--- config.mk ---
export PLATFORM = sky130hd
export DESIGN_NAME = usb_out_dma_drain
export DESIGN_NICKNAME = d
export VERILOG_FILES = /design/src/rtl/usb_odd_pkg.sv /design/src/rtl/pkt_store.sv /design/src/rtl/pkt_fill.sv /design/src/rtl/buf_drain.sv /design/src/rtl/usb_out_dma_drain.sv
export SDC_FILE = /design/constraint.sdc
export NUM_CORES = 1
export LEC_CHECK = 0
export ABC_AREA = 1
export BUFFER_PORTS_ARGS = -buffer_cell sky130_fd_sc_hd__buf_2
export CAP_MARGIN = 0
export CORE_MARGIN = 2
export CORE_UTILIZATION = 35
export DETAILED_ROUTE_END_ITERATION = 12
export GPL_TIMING_DRIVEN = 0
export PLACE_DENSITY = 0.53
export SLEW_MARGIN = 20
export SYNTH_ARGS = -nofsm -noshare
export SYNTH_HDL_FRONTEND = slang
export SYNTH_SLANG_ARGS = --single-unit
--- constraint.sdc ---
create_clock -name clk -period 3.5 [get_ports clk]
set_input_delay 0.525 -clock clk [delete_from_list [all_inputs] [get_ports clk]]
set_output_delay 0.525 -clock clk [all_outputs]
set_load 0.005 [all_outputs]
--- src/rtl/usb_odd_pkg.sv ---
package usb_odd_pkg;

  typedef enum logic [1:0] {
    XS_BYTE = 2'd0,
    XS_WORD = 2'd1,
    XS_LONG = 2'd2
  } xfer_size_e;

  localparam logic ADDR_MODE = 1'b0;
  localparam logic ADDR_TRIG = 1'b1;

  // next ping-pong slot, wrapping at n
  function automatic int unsigned next_slot(int unsigned cur, int unsigned n);
    return (cur + 1 >= n) ? 0 : cur + 1;
  endfunction

  // true when the byte at rptr is the final one of a cnt-byte packet
  function automatic logic is_final(int unsigned rptr, int unsigned cnt);
    return (rptr + 1) == cnt;
  endfunction

  // a length larger than the buffer is cut to the buffer size
  function automatic int unsigned clamp_len(int unsigned len, int unsigned lim);
    return (len > lim) ? lim : len;
  endfunction

endpackage

--- src/rtl/pkt_store.sv ---
module pkt_store #(
  parameter int NBUF  = 2,
  parameter int DEPTH = 64,
  parameter int DW    = 8,
  parameter int SW    = 1,
  parameter int AW    = 6
) (
  input  logic          clk,
  input  logic          wr_en,
  input  logic [SW-1:0] wr_buf,
  input  logic [AW-1:0] wr_addr,
  input  logic [DW-1:0] wr_data,
  input  logic [SW-1:0] rd_buf,
  input  logic [AW-1:0] rd_addr,
  output logic [DW-1:0] rd_data
);

  logic [DW-1:0] rd_each [NBUF];

  for (genvar b = 0; b < NBUF; b++) begin : g_bank
    logic [DW-1:0] bank [DEPTH];
    always_ff @(posedge clk) begin
      if (wr_en && wr_buf == SW'(b)) bank[wr_addr] <= wr_data;
    end
    assign rd_each[b] = bank[rd_addr];
  end

  assign rd_data = rd_each[rd_buf];

endmodule

--- src/rtl/pkt_fill.sv ---
module pkt_fill
  import usb_odd_pkg::*;
#(
  parameter int NBUF  = 2,
  parameter int DEPTH = 64,
  parameter int SW    = 1,
  parameter int AW    = 6,
  parameter int CW    = 7
) (
  input  logic            clk,
  input  logic            rst_n,
  input  logic            dma_en,
  input  logic            usb_wr,
  input  logic            usb_pkt_done,
  input  logic [CW-1:0]   usb_pkt_len,
  input  logic [NBUF-1:0] full_vec,
  output logic            wr_en,
  output logic [AW-1:0]   wr_addr,
  output logic [SW-1:0]   wsel,
  output logic            commit,
  output logic [CW-1:0]   commit_len,
  output logic            zlp_take
);

  logic [CW-1:0] wptr;
  logic          slot_busy, accept, zero_len, zlp_drop;

  assign slot_busy  = full_vec[wsel];
  assign wr_en      = usb_wr && !slot_busy && (wptr < CW'(DEPTH));
  assign wr_addr    = wptr[AW-1:0];
  assign zero_len   = (usb_pkt_len == '0);
  assign accept     = usb_pkt_done && !slot_busy;
  assign zlp_drop   = accept && zero_len && dma_en;
  assign commit     = accept && !zlp_drop;
  assign zlp_take   = commit && zero_len;
  assign commit_len = CW'(clamp_len(usb_pkt_len, DEPTH));

  always_ff @(posedge clk or negedge rst_n) begin
    if (!rst_n) begin
      wptr <= '0;
      wsel <= '0;
    end else begin
      if (usb_pkt_done) wptr <= '0;
      else if (wr_en)   wptr <= wptr + 1'b1;
      if (commit) wsel <= SW'(next_slot(wsel, NBUF));
    end
  end

endmodule

--- src/rtl/buf_drain.sv ---
module buf_drain
  import usb_odd_pkg::*;
#(
  parameter int NBUF = 2,
  parameter int SW   = 1,
  parameter int CW   = 7
) (
  input  logic            clk,
  input  logic            rst_n,
  input  logic            dma_en,
  input  logic            pop_req,
  input  logic            trig_rf,
  input  logic            commit,
  input  logic [SW-1:0]   commit_buf,
  input  logic [CW-1:0]   commit_len,
  output logic [NBUF-1:0] full_vec,
  output logic [SW-1:0]   rsel,
  output logic [CW-1:0]   rptr,
  output logic            has_data,
  output logic            pop,
  output logic            auto_rel
);

  logic [CW-1:0] cnt_each [NBUF];
  logic          man_rel, rel_any;

  assign has_data = full_vec[rsel] && (rptr < cnt_each[rsel]);
  assign pop      = pop_req && has_data;
  assign auto_rel = pop && dma_en && is_final(rptr, cnt_each[rsel]);
  assign man_rel  = trig_rf && full_vec[rsel];
  assign rel_any  = auto_rel || man_rel;

  for (genvar b = 0; b < NBUF; b++) begin : g_slot
    logic          full_q;
    logic [CW-1:0] cnt_q;
    always_ff @(posedge clk or negedge rst_n) begin
      if (!rst_n) begin
        full_q <= 1'b0;
        cnt_q  <= '0;
      end else if (commit && commit_buf == SW'(b)) begin
        full_q <= 1'b1;
        cnt_q  <= commit_len;
      end else if (rel_any && rsel == SW'(b)) begin
        full_q <= 1'b0;
      end
    end
    assign full_vec[b]  = full_q;
    assign cnt_each[b]  = cnt_q;
  end

  always_ff @(posedge clk or negedge rst_n) begin
    if (!rst_n) begin
      rsel <= '0;
      rptr <= '0;
    end else if (rel_any) begin
      rsel <= SW'(next_slot(rsel, NBUF));
      rptr <= '0;
    end else if (pop) begin
      rptr <= rptr + 1'b1;
    end
  end

endmodule

--- src/rtl/usb_out_dma_drain.sv ---
module usb_out_dma_drain
  import usb_odd_pkg::*;
#(
  parameter int MAX_PKT = 64,
  parameter int NBUF    = 2,
  parameter int DW      = 8
) (
  input  logic                           clk,
  input  logic                           rst_n,
  input  logic                           cpu_wr,
  input  logic                           cpu_addr,
  input  logic                           cpu_wbit,
  input  logic                           usb_wr,
  input  logic [DW-1:0]                  usb_wdata,
  input  logic                           usb_pkt_done,
  input  logic [$clog2(MAX_PKT+1)-1:0]   usb_pkt_len,
  output logic                           usb_rdy,
  input  logic                           dma_ack,
  input  logic [1:0]                     dma_size,
  output logic                           dma_req,
  output logic [DW-1:0]                  dma_rdata,
  output logic                           rf_auto,
  output logic                           zlp_irq,
  output logic                           rf_err,
  output logic                           size_err
);

  localparam int CW = $clog2(MAX_PKT + 1);
  localparam int AW = $clog2(MAX_PKT);
  localparam int SW = (NBUF > 1) ? $clog2(NBUF) : 1;

  logic            dma_en;
  logic            trig_wr, byte_ack, trig_rf;
  logic [NBUF-1:0] full_vec;
  logic            wr_en, commit, zlp_take, pop_evt;
  logic [AW-1:0]   wr_addr;
  logic [SW-1:0]   wsel, rsel;
  logic [CW-1:0]   commit_len, rptr;

  assign trig_wr  = cpu_wr && (cpu_addr == ADDR_TRIG) && cpu_wbit;
  assign trig_rf  = trig_wr && !dma_en;
  assign byte_ack = dma_ack && (dma_size == XS_BYTE);

  always_ff @(posedge clk or negedge rst_n) begin
    if (!rst_n) begin
      dma_en   <= 1'b0;
      rf_err   <= 1'b0;
      size_err <= 1'b0;
      zlp_irq  <= 1'b0;
    end else begin
      if (cpu_wr && cpu_addr == ADDR_MODE) dma_en <= cpu_wbit;
      rf_err   <= trig_wr && dma_en;
      size_err <= dma_ack && (dma_size != XS_BYTE);
      zlp_irq  <= zlp_take;
    end
  end

  pkt_fill #(.NBUF(NBUF), .DEPTH(MAX_PKT), .SW(SW), .AW(AW), .CW(CW)) u_fill (
    .clk(clk), .rst_n(rst_n), .dma_en(dma_en), .usb_wr(usb_wr),
    .usb_pkt_done(usb_pkt_done), .usb_pkt_len(usb_pkt_len), .full_vec(full_vec),
    .wr_en(wr_en), .wr_addr(wr_addr), .wsel(wsel), .commit(commit),
    .commit_len(commit_len), .zlp_take(zlp_take)
  );

  buf_drain #(.NBUF(NBUF), .SW(SW), .CW(CW)) u_drain (
    .clk(clk), .rst_n(rst_n), .dma_en(dma_en), .pop_req(byte_ack),
    .trig_rf(trig_rf), .commit(commit), .commit_buf(wsel), .commit_len(commit_len),
    .full_vec(full_vec), .rsel(rsel), .rptr(rptr), .has_data(dma_req),
    .pop(pop_evt), .auto_rel(rf_auto)
  );

  pkt_store #(.NBUF(NBUF), .DEPTH(MAX_PKT), .DW(DW), .SW(SW), .AW(AW)) u_store (
    .clk(clk), .wr_en(wr_en), .wr_buf(wsel), .wr_addr(wr_addr), .wr_data(usb_wdata),
    .rd_buf(rsel), .rd_addr(rptr[AW-1:0]), .rd_data(dma_rdata)
  );

  assign usb_rdy = !full_vec[wsel];

endmodule

Yosys cells after proc, flatten, opt, wreduce, memory -nomap -nowiden:

Memory sizes are Yosys's and may differ from the RTL's.
Cells that the tools add are included.

* $add $sub $neg: 5
* magnitude comparators: 8
* equality and inequality tests: 1
* mux-type cells: 25
* bitwise gates (word level): 4
* reduce and logical (&&, ||, !) cells: 36

Operators with widths (count)
* $mux 7: 8
* $eq 32x7->1: 1
* $logic_and 1x1->1: 25
* $mux 8: 3
* $add 7x1->7 const B: 2
* $mux 1: 14
* $reduce_bool 2->1: 5
* $add 7x1->8 const B: 1
* $gt 7x7->1 const B: 1
* $logic_not 7->1: 1
* $lt 7x7->1: 1
* $lt 7x7->1 const B: 1
* $ge 2x2->1 const B: 3
* $add 1x1->2 const B: 2
* $lt 1x2->1 const B: 2
* $logic_not 1->1: 3
* $not 1->1: 3
* $logic_not 2->1: 1
* $not 1->2: 1
* $logic_or 1x1->1: 1

* register bits after elaboration: 36
* memory bits (writable): 1024
* input port bits: 25
* output and inout port bits: 14
* logic and storage cells: 93
* memories: 2

Memory list
* u_store.g_bank[0].bank: depth 64, width 8, read ports 1, clocked after memory_dff 0, write ports 1, line pkt_store.sv:21 `logic [DW-1:0] bank [DEPTH];`
* u_store.g_bank[1].bank: depth 64, width 8, read ports 1, clocked after memory_dff 0, write ports 1, line pkt_store.sv:21

Longest topological paths before layout:

* depth after elaboration: 13
* mapped depth: 17

Cells and area by module:

A second synthesis with hierarchy kept.

* cell total of the unflattened synthesis: 3887
* area, all modules: 44501.4 um^2

Modules (own cells, without submodules)
* pkt_store: times used 1, cells each 3563, area an instance 42220.5 um^2, sequential area each 30749.5 um^2
* buf_drain: times used 1, cells each 209, area an instance 1497.7 um^2, sequential area each 600.6 um^2
* pkt_fill: times used 1, cells each 95, area an instance 613.1 um^2, sequential area each 200.2 um^2
* usb_out_dma_drain: times used 1, cells each 20, area an instance 170.2 um^2, sequential area each 100.1 um^2

Worst setup path before layout:

No wires, ideal clock.

* kind: reg-to-output
* from: register u_drain.rptr[0]
* to: output port rf_auto
* arrival time: 1.780 ns
* required time: 2.975 ns
* slack: 1.195 ns
* cell stages (with the launch flop): 13
* buffers on the path: 3
* cell sequence: dfrtp_1 inv_2 buf_4 buf_4 buf_2 ha_1 nor2_1 nand2_1 nor2_1 nand2_1 nor2_1 nand3_1 inv_1

* cells in the longest elaborated chain, start to end: 5
* elaborated cells between the ends (all ways): 7

Ends and longest elaborated chain
* start, declared: line buf_drain.sv:18 `output logic [CW-1:0] rptr,`
* start signal, assigned: line buf_drain.sv:59 `rptr <= rptr + 1'b1;`
* parallel branches: the longest is 4 deep, another holds $add 7x1->8
* $logic_and 1x1->1 *: line buf_drain.sv:29 `assign auto_rel = pop && dma_en && is_final(rptr, cnt_each[rsel]);`
* end, declared: line usb_out_dma_drain.sv:22 `output logic rf_auto,`

Every way passes the cells marked *.

Final worst setup path:

* from: register u_drain.rptr[0]
* to: output port dma_rdata[4]

* cells in the longest elaborated chain, start to end: 4
* elaborated cells between the ends (all ways): 5

Ends and longest elaborated chain
* $mem_v2 64x8
* $mux 8 (not written as such) * (3 in series): line pkt_store.sv:28 `assign rd_data = rd_each[rd_buf];`
* end, declared: line usb_out_dma_drain.sv:21 `output logic [DW-1:0] dma_rdata,`

Every way passes the cells marked *; elsewhere a longest branch is shown, timed or not. The select of a mux whose other input is x is not followed.

==> impl_metrics.tcl <==
set metrics [dict create \
    h-tree-depth 3 \
    wl_per_cell_um 28.3 \
    die_w_um 360 \
    detail_route.first_pass.iterations 6 \
    nFillCells 12023 \
    design.core.area_mm2 0.126 \
    routed_wl_mm 172 \
    overflow 0 \
    grt_use_met3 0.0465 \
    cp-end-kind "output port" \
    yosys-top-cells-area "edfxtp_1, nand2_1, nand3_1" \
    instances_no_fill 6085 \
    setup_tns_ps -1210 \
    fmax_mhz 272 \
    criticalPathCategory "register to output port" \
    fin_hold_ws_ps 74.9 \
    synth_seq_cells 1060 \
    layout.nets 4376 \
    crit_required_ps 2970 \
    fin_ws_ps -183 \
    outcome "complete, but fails checks" \
    synth_area_mm2 0.0445 \
    cp_slowest_cell "dfrtp_2" \
    setup_viol 28 \
    rsz0062_at_grt "yes" \
    cp_slowest_stage_delay_ps 410 \
    die_h_um 360 \
    min_from "dma_size[0]" \
    drv_cap 0 \
    grt_use_met2 0.389 \
    period_share 1.05 \
    worst_pin_slew_ps 1120 \
    r2r-start "u_fill.wsel" \
    clk_latency_ps 740 \
    antenna_found_initial 4 \
    clk_pin_slew_worst_paths_ps 60 \
    cts_buffer_depth 3 \
    drtIter0Drc 4420 \
    met1_usage 0.344 \
    utilization 0.427 \
    slew_headroom 0.246 \
    synth_largest_area_cell "edfxtp_1" \
    drv_slew 0 \
    cts_tree "yes" \
    synth_fp_nets 4177 \
    violations "setup timing" \
    startpoint_type "register" \
    cp.arrival_ps 3160 \
    hpwlAfterDp_mm 117 \
    synth_cell_types 30 \
    num_rows 130 \
    seq_area_frac_synth 0.712 \
    layout-drive-gt1-share 0.171 \
    crit_start "u_drain.rptr[0]" \
    die_area_mm2 0.130 \
    synth.top_cell.area_share 0.691 \
    fin_crit_ps 3680 \
    cts.sinks 1060 \
    gp_congestion 0.977 \
    avgSynthCellArea_um2 10.7 \
    ys_warn_count 0 \
    grt_usage 0.253 \
    grt_max_degree 81 \
    final_common_cell "nand2_1" \
    cp_cell_sequence "buf_12 > clkinv_16 > buf_16 > buf_12 > buf_12 > nand2_1 > nand2_1 > nand2_1 > nand3_1 > nand2_2 > nand2_2 > nand3_1 > nand3_4 > nor2_1 > nor2_2 > buf_2" \
    io_buffer_count 38 \
    grt_pass1_vias 29740 \
    drc 0 \
    hold_viol 0 \
    cts_root_buf "clkbuf_16" \
    vias 32753 \
    top_usage_layer "met2" \
    initial_core_util 0.353 \
    grt_pass1_wl_mm 230 \
    p_leak_uw 0.0200 \
    hold_path_class "input port to register" \
    area_growth_pct 20.7 \
    final_cell_mix "nand2_1, edfxtp_1, nor2_1" \
    placed_cells 5855 \
    ant_nets 0 \
    irDropWorstVdd_mv 0.488 \
    power_density_mw_per_mm2 817 \
    io_pins 39 \
    vias_per_cell 5.38 \
    crit_fanout 10 \
    cts-buffers-inserted 111 \
    clock_skew_ps 36.9 \
    power_uw 43800 \
    synthCells 4143 \
]
flip-flops by register name, indices dropped and copies added, names as in the netlist:
register / flops
u_store.g_bank.bank: 1024
u_drain.rsel: 1
size_err: 1
u_drain.g_slot.cnt_q: 14
rf_err: 1
zlp_irq: 1
dma_en: 1
u_fill.wptr: 7
u_fill.wsel: 1
u_drain.rptr: 7
u_drain.g_slot.full_q: 2
through the flow:
stage | setup slack [ps] | cell area [um2]
6_report | -183 | 53700
5_1_grt | -192 | 53700
4_1_cts | -273 | 51900
3_5_place_dp | -540 | 47200
3_3_place_gp | -825 | 46700
2_1_floorplan | 1200 | 44500
what timing repair did:
action | CTS | global route
setup endpoints to repair | 428 | 283
hold buffers | 1 | 0
pin swaps | 5 | 72
cloned | 0 | 17
gates resized for setup | 448 | 393
setup buffers | 2 | 4
endpoints found under the hold margin | 36 | 0
worst paths after layout:
kind                                                  to  slack (ps)  cells after the start
min                                             size_err          70                      3
min reg2reg                   u_drain.g_slot[1].cnt_q[0]         480                      2
max in group asynchronous                u_drain.rptr[0]        2410                      2
min in group asynchronous     u_drain.g_slot[1].cnt_q[5]         480                      2
max reg2reg                u_store.g_bank[0].bank[36][5]         -10                      6
max                                         dma_rdata[4]        -180                     16
cells by family after synthesis:
family	count (synthesis)	synth area share
compound gates	232	0.0267
fa+ha+maj	9	0.00253
buf+inv	387	0.0369
flops	1060	0.712
mux	1	0.000225
simple gates	2454	0.222
power by group:
part	internal [uW]	leakage [uW]	switching, uW	total [uW]
sequential	14100	0.00967	114	14200
combinational	5530	0.00872	12900	18400
clock	6240	0.00163	5040	11300
total	25800	0.0200	18000	43800
cell usage after synthesis, drive strengths merged:
| master | count |
|---|---|
| a211oi | 1 |
| a21oi | 46 |
| a31oi | 1 |
| and2 | 1 |
| buf | 150 |
| clkbuf | 76 |
| clkinv | 8 |
| dfrtp | 36 |
| edfxtp | 1024 |
| ha | 9 |
| inv | 153 |
| mux2i | 1 |
| nand2 | 1439 |
| nand3 | 488 |
| nand3b | 1 |
| nand4 | 4 |
| nor2 | 496 |
| nor3 | 19 |
| nor4 | 2 |
| o211ai | 5 |
| o21a | 1 |
| o21ai | 173 |
| o22ai | 5 |
| or2 | 4 |
layer usage:
metal | vias up | share of wire | routed length (um)
met5 | - | 0.00037 | 64
met4 | 6 | 0.062 | 10600
met3 | 423 | 0.099 | 17100
met2 | 1781 | 0.44 | 76100
met1 | 16091 | 0.40 | 68100
li1 | 14452 | - | -
critical path: cells and delay by family (launching register included):
kind | cells | cell delay, ps
buf+inv | 6 | 910
simple gates | 10 | 1110
flops | 1 | 410
layout make-up:
class,instances,area (um2),share of cell area
Multi-Input combinational cell,2696,12500,0.234
Antenna cell,2,5.00,0.0000932
Inverter,161,643,0.0120
Buffer,226,2310,0.0429
Timing Repair Buffer,86,1130,0.0210
Clock inverter,56,373,0.00694
Sequential cell,1060,31700,0.589
Tap cell,1650,2060,0.0384
Clock buffer,148,2990,0.0556
(Power assumes the default switching activity.)
